--- src/rtl/board_regs_pkg.sv ---
package board_regs_pkg;
  localparam int unsigned DATA_W   = 32;
  localparam int unsigned ADDR_W   = 20;
  localparam int unsigned N_LINES  = 16;
  localparam logic [31:0] IRQ_IMPL = 32'h000F_EEFF;

  localparam int unsigned N_PLAIN = 8;
  localparam logic [31:0] PLAIN_OFS [N_PLAIN] = '{
    32'h10, 32'h14, 32'h40, 32'h60, 32'h80, 32'h84, 32'h88, 32'h90};

  localparam logic [31:0] OFS_IRQ_EN   = 32'hC0;
  localparam logic [31:0] OFS_IRQ_PEND = 32'hD0;

  localparam int unsigned N_SLOTS = 2;
  localparam logic [31:0] SLOT_OFS  [N_SLOTS] = '{32'hE0, 32'hE4};
  localparam int unsigned SLOT_LINE [N_SLOTS] = '{9, 13};
  localparam int unsigned SLOT_CTL_W = 5;
  localparam int unsigned SLOT_DET   = 5;
  localparam int unsigned SLOT_RDY   = 10;
endpackage

--- src/rtl/irq_sync.sv ---
module irq_sync #(
  parameter int unsigned W = 16
) (
  input  logic         clk,
  input  logic         rst_n,
  input  logic [W-1:0] async_in,
  output logic [W-1:0] sync_out
);
  logic [W-1:0] meta_q;

  always_ff @(posedge clk or negedge rst_n) begin
    if (!rst_n) begin
      meta_q   <= '0;
      sync_out <= '0;
    end else begin
      meta_q   <= async_in;
      sync_out <= meta_q;
    end
  end
endmodule

--- src/rtl/irq_pend.sv ---
module irq_pend #(
  parameter int unsigned W    = 32,
  parameter int unsigned N    = 16,
  parameter logic [31:0] IMPL = 32'h000F_EEFF
) (
  input  logic         clk,
  input  logic         rst_n,
  input  logic [N-1:0] lvl,
  input  logic         en_wr,
  input  logic         pend_wr,
  input  logic [W-1:0] wdata,
  output logic [W-1:0] en_q,
  output logic [W-1:0] pend_q,
  output logic         irq_out
);
  localparam logic [W-1:0] IMPL_W = IMPL[W-1:0];

  logic [W-1:0] lvl_wide;
  assign lvl_wide = {{(W-N){1'b0}}, lvl};

  always_ff @(posedge clk or negedge rst_n) begin
    if (!rst_n) begin
      en_q   <= '0;
      pend_q <= '0;
    end else begin
      if (en_wr) en_q <= wdata & IMPL_W;
      if (pend_wr) pend_q <= wdata & IMPL_W;
      else         pend_q <= pend_q | (lvl_wide & en_q & IMPL_W);
    end
  end

  assign irq_out = |(pend_q & en_q);


  en_impl_chk: assert property (@(posedge clk) disable iff (!rst_n)
    (en_q & ~IMPL_W) == '0);

  pend_impl_chk: assert property (@(posedge clk) disable iff (!rst_n)
    (pend_q & ~IMPL_W) == '0);

  pend_sticky_chk: assert property (@(posedge clk) disable iff (!rst_n)
    !pend_wr |=> ((pend_q & $past(pend_q)) == $past(pend_q)));

  pend_gate_chk: assert property (@(posedge clk) disable iff (!rst_n)
    (!pend_wr && (($past(pend_q) | (lvl_wide & en_q)) == $past(pend_q)) && (lvl_wide & en_q) == '0)
      |=> ((pend_q & ~$past(pend_q)) == '0));

  irq_needs_en_chk: assert property (@(posedge clk) disable iff (!rst_n)
    irq_out |-> (en_q != '0));
endmodule

--- src/rtl/slot_status.sv ---
module slot_status #(
  parameter int unsigned W     = 32,
  parameter int unsigned CTL_W = 5,
  parameter int unsigned DET   = 5,
  parameter int unsigned RDY   = 10
) (
  input  logic         clk,
  input  logic         rst_n,
  input  logic         det_line,
  input  logic         wr,
  input  logic [W-1:0] wdata,
  output logic [W-1:0] word
);
  logic [CTL_W-1:0] ctl_q;
  logic             det_n_q;

  always_ff @(posedge clk or negedge rst_n) begin
    if (!rst_n) begin
      ctl_q   <= '0;
      det_n_q <= 1'b1;
    end else begin
      if (wr) ctl_q <= wdata[CTL_W-1:0];
      det_n_q <= ~det_line;
    end
  end

  always_comb begin
    word           = '0;
    word[CTL_W-1:0] = ctl_q;
    word[DET]      = det_n_q;
    word[RDY]      = 1'b1;
  end


  slot_ctl_hold_chk: assert property (@(posedge clk) disable iff (!rst_n)
    !wr |=> $stable(ctl_q));

  slot_det_on_chk: assert property (@(posedge clk) disable iff (!rst_n)
    $rose(det_line) |=> !word[DET]);

  slot_det_off_chk: assert property (@(posedge clk) disable iff (!rst_n)
    $fell(det_line) |=> word[DET]);
endmodule

--- src/rtl/board_irq_regbank.sv ---
module board_irq_regbank
  import board_regs_pkg::*;
#(
  parameter int unsigned DW = DATA_W,
  parameter int unsigned AW = ADDR_W,
  parameter int unsigned NL = N_LINES
) (
  input  logic          clk,
  input  logic          rst_n,
  input  logic [NL-1:0] irq_in,
  input  logic [AW-1:0] reg_addr,
  input  logic          reg_wr,
  input  logic [DW-1:0] reg_wdata,
  input  logic          reg_rd,
  output logic [DW-1:0] reg_rdata,
  output logic          reg_rvalid,
  output logic          irq_out
);
  logic [NL-1:0] lvl;
  logic [DW-1:0] en_q, pend_q;
  logic [DW-1:0] plain_q [N_PLAIN];
  logic [DW-1:0] slot_word [N_SLOTS];
  logic          hit_en, hit_pend;
  logic [DW-1:0] rd_mux;

  irq_sync #(.W(NL)) sync_i (
    .clk(clk), .rst_n(rst_n), .async_in(irq_in), .sync_out(lvl));

  assign hit_en   = (reg_addr == OFS_IRQ_EN[AW-1:0]);
  assign hit_pend = (reg_addr == OFS_IRQ_PEND[AW-1:0]);

  irq_pend #(.W(DW), .N(NL), .IMPL(IRQ_IMPL)) pend_i (
    .clk(clk), .rst_n(rst_n), .lvl(lvl),
    .en_wr(reg_wr && hit_en), .pend_wr(reg_wr && hit_pend),
    .wdata(reg_wdata), .en_q(en_q), .pend_q(pend_q), .irq_out(irq_out));

  for (genvar g = 0; g < N_PLAIN; g++) begin : g_plain
    always_ff @(posedge clk or negedge rst_n) begin
      if (!rst_n) plain_q[g] <= '0;
      else if (reg_wr && reg_addr == PLAIN_OFS[g][AW-1:0]) plain_q[g] <= reg_wdata;
    end
  end

  for (genvar s = 0; s < N_SLOTS; s++) begin : g_slot
    slot_status #(.W(DW), .CTL_W(SLOT_CTL_W), .DET(SLOT_DET), .RDY(SLOT_RDY)) slot_i (
      .clk(clk), .rst_n(rst_n), .det_line(lvl[SLOT_LINE[s]]),
      .wr(reg_wr && reg_addr == SLOT_OFS[s][AW-1:0]),
      .wdata(reg_wdata), .word(slot_word[s]));
  end

  always_comb begin
    rd_mux = '0;
    for (int i = 0; i < N_PLAIN; i++)
      if (reg_addr == PLAIN_OFS[i][AW-1:0]) rd_mux = plain_q[i];
    for (int i = 0; i < N_SLOTS; i++)
      if (reg_addr == SLOT_OFS[i][AW-1:0]) rd_mux = slot_word[i];
    if (hit_en)   rd_mux = en_q;
    if (hit_pend) rd_mux = pend_q;
  end

  always_ff @(posedge clk or negedge rst_n) begin
    if (!rst_n) begin
      reg_rdata  <= '0;
      reg_rvalid <= 1'b0;
    end else begin
      reg_rvalid <= reg_rd;
      if (reg_rd) reg_rdata <= rd_mux;
    end
  end


  rvalid_follow_chk: assert property (@(posedge clk) disable iff (!rst_n)
    reg_rd |=> reg_rvalid);

  rvalid_idle_chk: assert property (@(posedge clk) disable iff (!rst_n)
    !reg_rd |=> !reg_rvalid);

  unmapped_zero_chk: assert property (@(posedge clk) disable iff (!rst_n)
    (reg_rd && reg_addr[1:0] != 2'b00) |=> (reg_rdata == '0));
endmodule

--- config.mk ---
export PLATFORM = sky130hd
export DESIGN_NAME = board_irq_regbank
export DESIGN_NICKNAME = d
export VERILOG_FILES = /design/src/rtl/board_regs_pkg.sv /design/src/rtl/irq_sync.sv /design/src/rtl/irq_pend.sv /design/src/rtl/slot_status.sv /design/src/rtl/board_irq_regbank.sv
export SDC_FILE = /design/constraint.sdc
export NUM_CORES = 1
export LEC_CHECK = 0
export CAP_MARGIN = 20
export CORE_MARGIN = 2
export CORE_UTILIZATION = 35
export DETAILED_ROUTE_END_ITERATION = 12
export PLACE_DENSITY = 0.61
export SLEW_MARGIN = 20
export SYNTH_ARGS = -nofsm -noshare
export SYNTH_HDL_FRONTEND = slang
export SYNTH_SLANG_ARGS = --single-unit
--- constraint.sdc ---
create_clock -name clk -period 3.4 [get_ports clk]
set_input_delay 0.68 -clock clk [delete_from_list [all_inputs] [get_ports clk]]
set_output_delay 0.68 -clock clk [all_outputs]
set_load 0.02 [all_outputs]
Yosys cells after proc, flatten, opt, wreduce, memory -nomap -nowiden. Cells that the tools add are included.

Equality and inequality tests: 12. Muxes and demuxes: 13. Bitwise operators: 5. Reduce and logical (&&, ||, !) cells: 13.

Operators with widths (count): $mux W32 (13); $eq A20 B8 Y1 const B (8); $eq A20 B5 Y1 const B (2); $eq A20 B7 Y1 const B (2); $and A32 B20 Y32 (1); $or A32 B20 Y32 (1); $reduce_or A32 Y1 (1); $and A16 B20 Y20 (1); $logic_and A1 B1 Y1 (12); $not A1 Y1 (2).

Register bits after elaboration: 383. Bits of input ports: 72. Output and inout bits: 34. Logic and storage cells: 61.

Longest topological paths before layout.
Depth after elaboration: 13. Mapped depth: 10. Mapped depth without buffers: 6.

Hierarchy. From an unflattened synthesis, not the netlist that was laid out.

Cells, all modules: 1432. Area total of the unflattened synthesis: 17316.6 sq um.

Modules (own cells, without submodules): board_irq_regbank (times used 1, cells each 1173, area an instance 13978.4 sq um, sequential area each 7231.9 sq um); irq_pend (times used 1, cells each 145, area an instance 1694.1 sq um, sequential area each 900.9 sq um); slot_status (times used 2, cells each 41, area an instance 421.7 sq um, sequential area each 151.4 sq um); irq_sync (times used 1, cells each 32, area an instance 800.8 sq um, sequential area each 800.8 sq um).

Worst setup path before layout. Ideal clock, no wire load.

Path kind: input to register. Start point: input port reg_addr[1]. End point: register reg_rdata[19]. Setup time: 125 ps. Arrival: 2424 ps. Data required time: 3275 ps. Slack: 850 ps. Cell stages on the path: 8. Path buffers: 2. Path through: nor4_2 nand4_1 buf_4 or4_4 buf_2 o221ai_1 a31oi_1 o21bai_1.

Word-level cells in the longest chain between the ends: 13. Elaborated cells on any way between the ends: 24. Those cells by class: eq/ne (12); mux (12).

Ends and longest elaborated chain: from (decl) (RTL line board_irq_regbank.sv:11) `input logic [AW-1:0] reg_addr,`; $eq A20 B5 Y1 (RTL line board_irq_regbank.sv:54) `if (reg_addr == PLAIN_OFS[i][AW-1:0]) rd_mux = plain_q[i];`; $mux W32 (8 in series) (RTL line board_irq_regbank.sv:54); $mux W32 (2 in series) (RTL line board_irq_regbank.sv:56) `if (reg_addr == SLOT_OFS[i][AW-1:0]) rd_mux = slot_word[i];`; $mux W32 (RTL line board_irq_regbank.sv:57) `if (hit_en) rd_mux = en_q;`; $mux W32 * (RTL line board_irq_regbank.sv:58) `if (hit_pend) rd_mux = pend_q;`; to (signal assigned) (RTL line board_irq_regbank.sv:67) `if (reg_rd) reg_rdata <= rd_mux;`; to (decl) (RTL line board_irq_regbank.sv:15) `output logic [DW-1:0] reg_rdata,`.

Mark *: on every way between the ends. The rest lies on a longest branch, timed or not. A chain may end at the register's enable or synchronous reset.

Worst setup path in the final report.
Start point: register pend_i.pend_q[10]. End point: output port irq_out.

Word-level cells in the longest chain between the ends: 2.

Ends and longest elaborated chain: from (decl) (RTL line irq_pend.sv:13) `output logic [W-1:0] pend_q,`; from (signal assigned) (RTL line irq_pend.sv:27) `if (pend_wr) pend_q <= wdata & IMPL_W;`; from (signal assigned) (RTL line irq_pend.sv:28) `else pend_q <= pend_q | (lvl_wide & en_q & IMPL_W);`; $and A32 B20 Y32 (RTL line irq_pend.sv:32) `assign irq_out = |(pend_q & en_q);`; $reduce_or A32 Y1 (RTL line irq_pend.sv:32); to (decl) (RTL line board_irq_regbank.sv:17) `output logic irq_out`.

Every way passes these cells.

==> summary.md <==
| Metric | Value |
|---|---|
| Crit path time final | `3.17 ns` |
| Yosys cell types | `63` |
| Synth Area in Compound Gates | `12.8%` |
| Clock transition at path regs | `0.06 ns` |
| DP Worst Slack | `0.0888 ns` |
| Post-DP Area | `0.0180 mm²` |
| Initial antenna violation count | `3` |
| Comb pwr share | `4.7%` |
| Async SR Flop Fraction | `100%` |
| IO Port Bufs | `103` |
| Top cells by area, synth | `dfrtp_1 57%, mux2_2 21%, a221oi_1 2.5%` |
| Register area | `0.00914 mm²` |
| First-pass GRT wire length | `70,500 µm` |
| PnR Total Power | `9.06 mW` |
| Post-synthesis average cell area | `13.3 µm²` |
| Via Count | `11,000` |
| Fill cells | `4,032` |
| Die area | `0.0470 mm²` |
| Clock share of power | `46.7%` |
| Placed insts | `1,861` |
| Critical path data required time | `2.72 ns` |
| Number of CTS-inserted buffers | `39` |
| Sw Ratio | `22.4%` |
| Leak | `9.04 nW` |
| Worst slew margin | `50.4%` |
| Clock Tree Root | `clkbuf_16` |
| Hold-fix buffers, CTS | `0` |
| Syn_nets | `1,267` |
| Die H | `217 µm` |
| Adder-cell area share of the yosys netlist | `0%` |
| Hold_ws | `0.160 ns` |
| GP Congestion | `0.834` |
| DRT Pass-1 Iters | `7` |
| Ys Warns | `0` |
| Critical path launch point | `pend_i.pend_q[10]` |
| Mux share of post-synthesis cell area | `20.7%` |
| Hold Vio Cnt, Final | `0` |
| Post-Route Utilization | `43.3%` |
| Sequential share of power | `48.5%` |
| Grt total ovfl | `0` |
| CP Max Fanout | `3` |
| Iteration-0 DRC Markers | `933` |
| Final setup violation count | `0` |
| Post-synth top area share | `57.3%` |
| Clock skew | `0.0234 ns` |
| Design area | `0.0192 mm²` |
| Post-layout nets | `1,382` |
| Largest net degree at the start of global routing | `79` |
| Synth-to-Final Area Change | `21.5%` |
| Critical Path End Type | `output port` |
| Clock tree buffer depth | `3` |
| Clk Latency, worst-skew pair | `0.55 ns` |
| Mapped cell area | `0.0158 mm²` |
| Num rows | `77` |
| Worst r2r src | `plain_q[207]` |
| CP arrival | `2.49 ns` |
| Share of cells above drive strength 1 | `33.7%` |
| Sink Count | `365` |
| Post-route insts no fill | `1,935` |
| Switching pwr | `2.02 mW` |
| Core Footprint | `0.0444 mm²` |
| Fmax | `316 MHz` |
| Final Cycle Share | `93.2%` |
| CTS tree | `yes` |
| FF+latch count, synth | `365` |
| Vias in the first global route | `11,400` |
| R2r worst-path depth | `5` |
| # DRC | `0` |
| Footprint of the multi-input gates | `0.00631 mm²` |
| Synth area leader | `dfrtp_1` |
| DP HPWL | `28,200 µm` |
| Worst vdd ir | `0.291 mV` |
| CP startpoint kind | `flop` |
| Post-CTS Repair Setup Buffers | `0` |
| Total track usage | `19.5%` |
| Status | `finished, final reports clean` |
| Post-CTS Resized | `0` |
| Die width | `217 µm` |
| Initial Util | `35.7%` |
| Commonest non-fill, non-tap cell in the layout | `dfrtp_1` |
| Cell Pwr Density | `471 mW/mm²` |
| Wire length per cell | `23.4 µm` |
| Synth Instances | `1,195` |
| Most used DFF post-synth | `dfrtp_1` |
| CTS H-tree lvls | `2` |
| Most frequent cells in the layout | `363 x dfrtp_1, 289 x mux2_2, 102 x clkdlybuf4s50_1, 52 x buf_4, 47 x nor2_1` |
| Maxcap violations | `0` |
| Worst Hold Class | `in -> async` |
| R2R Setup Slk | `1.91 ns` |
| Final wirelength | `45,300 µm` |
| Int Pwr | `7.03 mW` |
| DR vias/cell | `5.71` |
| Slew Viols, Final | `0` |
| Reg-to-Reg End | `reg_rdata[15]` |
| XOR/XNOR Fraction of Synth Area | `0%` |
| Boundary Pins | `106` |
| Worst-Margin Slew | `0.742 ns` |
| Post-Synth Simple-Gate Area | `5.95%` |
| Setup ws final | `0.232 ns` |
| Largest family of logic cells by synthesized area | `multiplexers` |
| Kind of critical path | `reg -> out` |
| Post-synth EDFFs | `0` |
| Setup tns final | `0 ns` |
| RSZ-0062 raised after global routing | `false` |
| Post-synthesis sequential area ratio | `57.7%` |
| ANT nets after route | `0` |
## flip-flops by register name, indices dropped and copies added, names as in the netlist
register / flops
pend_i.pend_q: 18
sync_i.sync_out: 14
reg_rdata: 32
sync_i.meta_q: 14
g_slot.slot_i.ctl_q: 10
reg_rvalid: 1
pend_i.en_q: 18
g_slot.slot_i.det_n_q: 2
plain_q: 256
## how the worst max path moves through the flow
stage	to	slack, ns	depth (start not counted)
after global placement	reg_rdata[5]	0.15	8
after detailed placement	reg_rdata[5]	0.09	8
final	irq_out	0.23	5
after global routing	irq_out	0.17	5
after CTS	irq_out	0.22	5
after floorplan	reg_rdata[19]	0.85	8
## power by group through the flow
stage / combinational, mW / sequential [mW] / clock [mW]
after CTS: 0.435 / 4.40 / 4.33
after global routing: 0.469 / 4.40 / 4.54
after detailed placement: 0.433 / 4.48 / 0
after global placement: 0.429 / 4.48 / 0
final: 0.429 / 4.40 / 4.23
after floorplan: 0.116 / 4.49 / 0
## layer usage
metal	up-vias	part of all wire [%]	global-route usage [%]	routed length, µm
met5	-	0	0	0
met4	0	2.4	5.68	1080
met3	64	6.6	3.20	2980
met2	363	46	31.0	20900
met1	5812	45	27.6	20300
li1	4804	-	-	-
## cell families (layout without fill, tap and decap cells)
kind of cell	after synthesis	in the layout
other	0	3
muxes	292	292
and+or+nand+nor	160	160
AOI/OAI and AO/OA	274	274
DFF	365	365
buffers and inverters	104	249
## synth_stat cells, drive strengths merged, types with 6 or more instances
library cell	count
o21ai	31
nand2	24
o221ai	12
nor2	48
nor4	14
nand3	14
a31o	7
buf	50
a222oi	16
a21o	13
nand4	8
a22o	14
a221oi	45
nand2b	12
mux2	289
o22ai	10
clkbuf	47
o31ai	6
a21oi	38
nor3	18
a22oi	30
a221o	7
a31oi	18
inv	6
dfrtp	363
## area by class of cell
class	count	share of cell area (%)
well taps	592	3.85
flip-flops and latches	365	47.5
inverters	7	0.137
diodes	3	0.0390
repair buffers	171	9.07
clock buffers	57	5.95
multi-input cells	726	32.8
clock inverters	14	0.722
## critical path: stages, from the launching register on
cell             delay (ns)
dfrtp_1                0.48
a22o_1                 0.27
a221oi_1               0.26
and3_1                 0.26
nand4_1                0.11
clkdlybuf4s50_1        0.56
Power figures use the tool's default switching activity.
